--- config.mk ---
export PLATFORM = sky130hd
export DESIGN_NAME = clkgen_pwr_ctrl
export DESIGN_NICKNAME = d
export VERILOG_FILES = /design/src/rtl/pwr_ctrl_pkg.sv /design/src/rtl/pwr_pin_sync.sv /design/src/rtl/pwr_susp_resolve.sv /design/src/rtl/pwr_relock_fsm.sv /design/src/rtl/clkgen_pwr_ctrl.sv
export SDC_FILE = /design/constraint.sdc
export NUM_CORES = 1
export LEC_CHECK = 0
export BUFFER_PORTS_ARGS = -buffer_cell sky130_fd_sc_hd__buf_2
export CORE_UTILIZATION = 51
export DETAILED_ROUTE_END_ITERATION = 8
export GPL_TIMING_DRIVEN = 0
export PLACE_DENSITY = 0.79
export SYNTH_ARGS = -nofsm -noshare
export SYNTH_HDL_FRONTEND = slang
export SYNTH_SLANG_ARGS = --single-unit
--- constraint.sdc ---
create_clock -name clk -period 2 [get_ports clk]
set_input_delay 0 -clock clk [delete_from_list [all_inputs] [get_ports clk]]
set_output_delay 0 -clock clk [all_outputs]
set_load 0.01 [all_outputs]
--- src/rtl/pwr_ctrl_pkg.sv ---
package pwr_ctrl_pkg;

    // Power sequencing phases
    typedef enum logic [1:0] {
        PS_HALT   = 2'd0,
        PS_RELOCK = 2'd1,
        PS_RUN    = 2'd2
    } pwr_state_e;

    // Decoded pin intent after synchronization
    typedef struct packed {
        logic oe;        // output-enable level (1 = drive)
        logic shutdown;  // full power-down requested
        logic suspend;   // suspend requested
    } pin_ctl_t;

    // True when route code selects PLL index pll (code 0 = reference)
    function automatic logic src_hits_pll(input int unsigned code, input int unsigned pll);
        return code == (pll + 1);
    endfunction

endpackage

--- src/rtl/pwr_pin_sync.sv ---
module pwr_pin_sync #(
    parameter int W = 1
) (
    input  logic         clk,
    input  logic         rst,
    input  logic [W-1:0] d,
    output logic [W-1:0] q
);
    logic [W-1:0] stage1;
    logic [W-1:0] stage2;

    for (genvar b = 0; b < W; b++) begin : g_bit
        always_ff @(posedge clk) begin
            if (rst) begin
                stage1[b] <= 1'b0;
                stage2[b] <= 1'b0;
            end else begin
                stage1[b] <= d[b];
                stage2[b] <= stage1[b];
            end
        end
    end

    assign q = stage2;
endmodule

--- src/rtl/pwr_susp_resolve.sv ---
module pwr_susp_resolve
    import pwr_ctrl_pkg::*;
#(
    parameter int NUM_PLL = 3,
    parameter int NUM_OUT = 4,
    parameter int SRC_W   = 2
) (
    input  logic [NUM_PLL-1:0]       pll_mask,
    input  logic [NUM_OUT-1:0]       out_mask,
    input  logic [NUM_OUT*SRC_W-1:0] route,
    output logic [NUM_OUT-1:0]       eff_out_mask,
    output logic                     violation
);
    logic [NUM_PLL-1:0] hit [NUM_OUT];
    logic [NUM_OUT-1:0] forced;

    for (genvar j = 0; j < NUM_OUT; j++) begin : g_out
        for (genvar i = 0; i < NUM_PLL; i++) begin : g_pll
            assign hit[j][i] = pll_mask[i] &
                src_hits_pll(int'(route[j*SRC_W +: SRC_W]), i);
        end
        assign forced[j] = |hit[j];
    end

    assign eff_out_mask = out_mask | forced;
    assign violation    = |(forced & ~out_mask);
endmodule

--- src/rtl/pwr_relock_fsm.sv ---
module pwr_relock_fsm
    import pwr_ctrl_pkg::*;
#(
    parameter int CNT_W = 16
) (
    input  logic             clk,
    input  logic             rst,
    input  logic             shutdown,
    input  logic             all_locked,
    input  logic [CNT_W-1:0] preset,
    output pwr_state_e       state_nxt,
    output pwr_state_e       state_q
);
    logic [CNT_W-1:0] cnt;

    always_comb begin
        state_nxt = state_q;
        unique case (state_q)
            PS_HALT:   if (!shutdown) state_nxt = PS_RELOCK;
            PS_RELOCK: begin
                if (shutdown)                         state_nxt = PS_HALT;
                else if (all_locked || cnt == '0)     state_nxt = PS_RUN;
            end
            PS_RUN:    if (shutdown) state_nxt = PS_HALT;
            default:   state_nxt = PS_HALT;
        endcase
    end

    always_ff @(posedge clk) begin
        if (rst) begin
            state_q <= PS_HALT;
            cnt     <= '0;
        end else begin
            state_q <= state_nxt;
            if (state_q == PS_HALT || state_nxt == PS_HALT)
                cnt <= preset;
            else if (cnt != '0)
                cnt <= cnt - 1'b1;
        end
    end
endmodule

--- src/rtl/clkgen_pwr_ctrl.sv ---
module clkgen_pwr_ctrl
    import pwr_ctrl_pkg::*;
#(
    parameter int NUM_PLL = 3,
    parameter int NUM_OUT = 4,
    parameter int SEL_W   = 3,
    parameter int CNT_W   = 16,
    localparam int SRC_W  = $clog2(NUM_PLL + 1),
    localparam int RT_W   = NUM_OUT * SRC_W
) (
    input  logic               clk,
    input  logic               rst,
    input  logic               oe_shdn_n,
    input  logic [SEL_W-1:0]   sel_pins,
    input  logic [NUM_PLL-1:0] pll_locked,
    input  logic               cfg_shdn_en,
    input  logic               cfg_susp_en,
    input  logic [NUM_PLL-1:0] cfg_pll_susp,
    input  logic [NUM_OUT-1:0] cfg_out_susp,
    input  logic [RT_W-1:0]    cfg_route,
    input  logic [CNT_W-1:0]   cfg_relock_preset,
    output logic [NUM_PLL-1:0] pll_run,
    output logic               osc_run,
    output logic [NUM_OUT-1:0] out_en,
    output logic [SEL_W-1:0]   freq_sel,
    output logic               relocking,
    output logic               cfg_err
);
    localparam int SUSP_BIT = SEL_W - 1;

    logic [SEL_W:0]     pins_s;
    logic [SEL_W-1:0]   sel_s;
    pin_ctl_t           ctl;
    logic [NUM_PLL-1:0] want_run;
    logic               all_locked;
    logic [NUM_OUT-1:0] eff_mask;
    logic               viol;
    pwr_state_e         st_nxt;
    pwr_state_e         st_q;

    logic [NUM_PLL-1:0] pll_run_d;
    logic [NUM_OUT-1:0] out_en_d;
    logic [SEL_W-1:0]   freq_d;

    pwr_pin_sync #(.W(SEL_W + 1)) u_sync (
        .clk (clk),
        .rst (rst),
        .d   ({oe_shdn_n, sel_pins}),
        .q   (pins_s)
    );

    assign sel_s        = pins_s[SEL_W-1:0];
    assign ctl.oe       = pins_s[SEL_W];
    assign ctl.shutdown = cfg_shdn_en & ~pins_s[SEL_W];
    assign ctl.suspend  = cfg_susp_en & ~sel_s[SUSP_BIT];

    pwr_susp_resolve #(
        .NUM_PLL (NUM_PLL),
        .NUM_OUT (NUM_OUT),
        .SRC_W   (SRC_W)
    ) u_resolve (
        .pll_mask     (cfg_pll_susp),
        .out_mask     (cfg_out_susp),
        .route        (cfg_route),
        .eff_out_mask (eff_mask),
        .violation    (viol)
    );

    assign want_run   = ~({NUM_PLL{ctl.suspend}} & cfg_pll_susp);
    assign all_locked = &(pll_locked | ~want_run);

    pwr_relock_fsm #(.CNT_W(CNT_W)) u_fsm (
        .clk        (clk),
        .rst        (rst),
        .shutdown   (ctl.shutdown),
        .all_locked (all_locked),
        .preset     (cfg_relock_preset),
        .state_nxt  (st_nxt),
        .state_q    (st_q)
    );

    always_comb begin
        pll_run_d = (st_nxt == PS_HALT) ? '0 : want_run;
        if (ctl.oe && st_nxt == PS_RUN)
            out_en_d = ~({NUM_OUT{ctl.suspend}} & eff_mask);
        else
            out_en_d = '0;
        freq_d = sel_s;
        if (cfg_susp_en)
            freq_d[SUSP_BIT] = 1'b0;
    end

    always_ff @(posedge clk) begin
        if (rst) begin
            pll_run   <= '0;
            osc_run   <= 1'b0;
            out_en    <= '0;
            freq_sel  <= '0;
            relocking <= 1'b0;
            cfg_err   <= 1'b0;
        end else begin
            pll_run   <= pll_run_d;
            osc_run   <= (st_nxt != PS_HALT);
            out_en    <= out_en_d;
            freq_sel  <= freq_d;
            relocking <= (st_nxt == PS_RELOCK);
            cfg_err   <= cfg_err | (cfg_susp_en & viol);
        end
    end
endmodule

==> results.json <==
{
  "status": "finished clean",
  "numPortBuffers": 54,
  "hold_viol": 0,
  "clkTransAtPathRegs_ns": 0.08,
  "ant_nets": 0,
  "dr.pass1.iters": 4,
  "grt_setup_unrepaired": "no",
  "synth_warnings": 0,
  "fin_skew_ns": 0.00827,
  "pwr-share-seq_pct": 43.5,
  "crit_fanout": 6,
  "finalCritPeriodShare_pct": 95.7,
  "p_sw_w": 0.000511,
  "tightest_slew_ns": 0.608,
  "grt_pass1_vias": 1641,
  "initial_utilization_pct": 54.6,
  "dp_hpwl_um": 3060,
  "clockBufferDepth": 2,
  "swShare_pct": 25.3,
  "fp.dieW_um": 62.7,
  "cts_buffers": 5,
  "clkLatencyLatePin_ns": 0.29,
  "routed_via_density": 5.32,
  "dr_total_vias": 1793,
  "synth_area_um2": 1880,
  "comb_power_share_pct": 18.5,
  "worst_hold_slack_ns": 0.0110,
  "cts_max_level": 2,
  "drv_slew": 0,
  "crit_type": "flop to flop",
  "critPathRequiredTime_ns": 2.21,
  "die_h_um": 62.7,
  "routedWlPerCell_um": 13.0,
  "seq_area_frac_synth_pct": 41.5,
  "critPathCaptureType": "flop",
  "rrSetupSlack_ns": 0.09,
  "cts_root_buffer": "clkbuf_8",
  "synthTopCellsByCount": "dfxtp_1 (39), nand2_1 (19), nor2_1 (16)",
  "synth_fp_nets": 252,
  "fin_nets": 333,
  "grt_pass1_wl_um": 7040,
  "synthArstFlopShare_pct": 0,
  "antenna_found_initial": 0,
  "synth_top_area_cell": "dfxtp_1",
  "crit_arrival_ns": 2.12,
  "overflow": 0,
  "syn2layout_area_growth_pct": 35.8,
  "grt.total_usage_pct": 22.9,
  "die_area_um2": 3930,
  "yosysMostFrequentCell": "dfxtp_1",
  "hold_path.class": "primary input to flop",
  "power.internal_w": 0.00151,
  "fin_tns_setup_ns": 0,
  "period_minus_slack_ns": 1.91,
  "antenna_cells": 0,
  "place_congestion": 0.845,
  "start_kind": "flop",
  "remaining_drc_errors": 0,
  "leakagePower_nw": 1.12,
  "cts_tree": "yes",
  "avgSynthCellArea_um2": 8.99,
  "yosysTopAreaCellShare_pct": 41.5,
  "cts.sinks": 39,
  "synth.distinct_cells": 45,
  "powerDensity_nw_per_um2": 791,
  "post_cts.repair.setup_buffers": 0,
  "max_cap_violations": 0,
  "layout-drive-gt1-share_pct": 28.2,
  "max_freq_ghz": 0.522,
  "pwr-share-clk_pct": 38.0,
  "synth_area_leaders": "dfxtp_1 (42%), nor2b_1 (5.0%), nand2_1 (3.8%)",
  "io_pins": 55,
  "syn_inst": 209,
  "drtIter0Drc": 123,
  "coreArea_um2": 3440,
  "dominantRegCellSynth": "dfxtp_1",
  "synth_edf_count": 0,
  "rows": 21,
  "peakVddDrop_mv": 0.634,
  "maxSlewHeadroom_pct": 59.1,
  "synth-seq-cells": 39,
  "setup_viol": 0,
  "grt_start_max_net_pins": 13,
  "power.total_w": 0.00202,
  "drt-total-wl_um": 4380
}
==> stage by stage <==
step / area (um^2) / setup WS (ns) / utilization [%] / cells
6_report: 2550 / 0.0852 / 74.2 / 337
5_1_grt: 2550 / 0.0219 / 74.2 / 337
4_1_cts: 2540 / 0.0488 / 73.8 / 337
3_5_place_dp: 2210 / 0.0903 / 64.1 / 309
3_3_place_gp: 2210 / 0.0538 / 64.1 / 309
2_1_floorplan: 1880 / 0.228 / - / 209
==> cell families (layout without fill, tap and decap cells) <==
family,after synthesis,after routing,synth area share [%]
simple gates,100,100,31.0
compound gates,40,40,15.3
flops,39,39,41.5
buf+inv,16,98,4.66
mux,7,7,3.99
xor+xnor,6,6,2.80
fa+ha+maj,1,1,0.666
==> cell usage in the layout (no fill, tap or decap), types with 3 or more instances in the layout <==
cell           netlist  final
nor4_1               7      7
nand3_1              7      7
nor3b_1              4      3
mux2i_1              3      3
a31oi_1              4      3
a21o_1               3      3
nor3_1               4      4
and4_1               3      3
nor2b_1             15     15
dfxtp_1             39     38
nand2b_1             3      3
buf_2                1     55
xor2_1               5      5
a21oi_1              6      6
mux2_2               4      4
a211oi_1             5      5
nor2_1              16     16
dlygate4sd3_1        0     20
or3_1                4      4
nand4_1              4      4
o21ai_0             10     10
a311oi_1             3      3
nand2_1             19     19
inv_1               10     10
clkbuf_8             0      5
and2_1               4      4
==> routing by layer <==
layer,vias up,share of wire (%),track usage (%)
met5,-,0,0
li1,925,-,-
met1,806,47,29.4
met2,56,46,36.4
met4,0,1.3,10.2
met3,6,5.6,5.11
==> timing repair <==
action                     4_1_cts  5_1_grt
setup endpoints to repair        0        7
hold buffers                    20        0
hold endpoints to repair        20        0
gates resized for setup          0        3
==> worst max-delay path: stages (launching register included) <==
cell and delay, ns:
dfxtp_1 0.41, inv_1 0.07, ha_1 0.23, nor3b_2 0.19, and4_1 0.20, buf_2 0.15, or3_1 0.35, a311oi_1 0.25
==> worst paths after layout <==
| path | start | endpoint | cells after the start |
|---|---|---|---|
| max | u_fsm.cnt[1] | u_fsm.cnt[3] | 7 |
| min | cfg_relock_preset[5] | u_fsm.cnt[5] | 3 |
| max reg2reg | u_fsm.cnt[1] | u_fsm.cnt[3] | 7 |
| min reg2reg | u_sync.stage1[2] | u_sync.q[2] | 1 |
==> power by group through the flow <==
stage / sequential (W) / combinational (W) / clock [W]
2_1_floorplan: 0.000889 / 0.000224 / 0
3_3_place_gp: 0.000892 / 0.000331 / 0
3_5_place_dp: 0.000894 / 0.000336 / 0
4_1_cts: 0.000876 / 0.000368 / 0.000771
5_1_grt: 0.000887 / 0.000410 / 0.000803
6_report: 0.000879 / 0.000374 / 0.000767
==> state kept, by name, summed over array words and instances (netlist names), 2 cells and up <==
| register | flops |
|---|---|
| u_fsm.cnt | 16 |
| out_en | 4 |
| u_sync.q | 4 |
| u_sync.stage1 | 4 |
| freq_sel | 3 |
| pll_run | 3 |
| u_fsm.state_q | 2 |
==> layout make-up <==
type	count	area, um^2
plain buffers	6	50.0
clock buffers	6	72.6
clock inverters	2	60.1
fillers	273	890
inverters	10	37.5
multi-input cells	154	1020
flip-flops and latches	39	782
well taps	46	57.6
repair buffers	74	470
No activity file was read; power rests on OpenSTA's default activity.
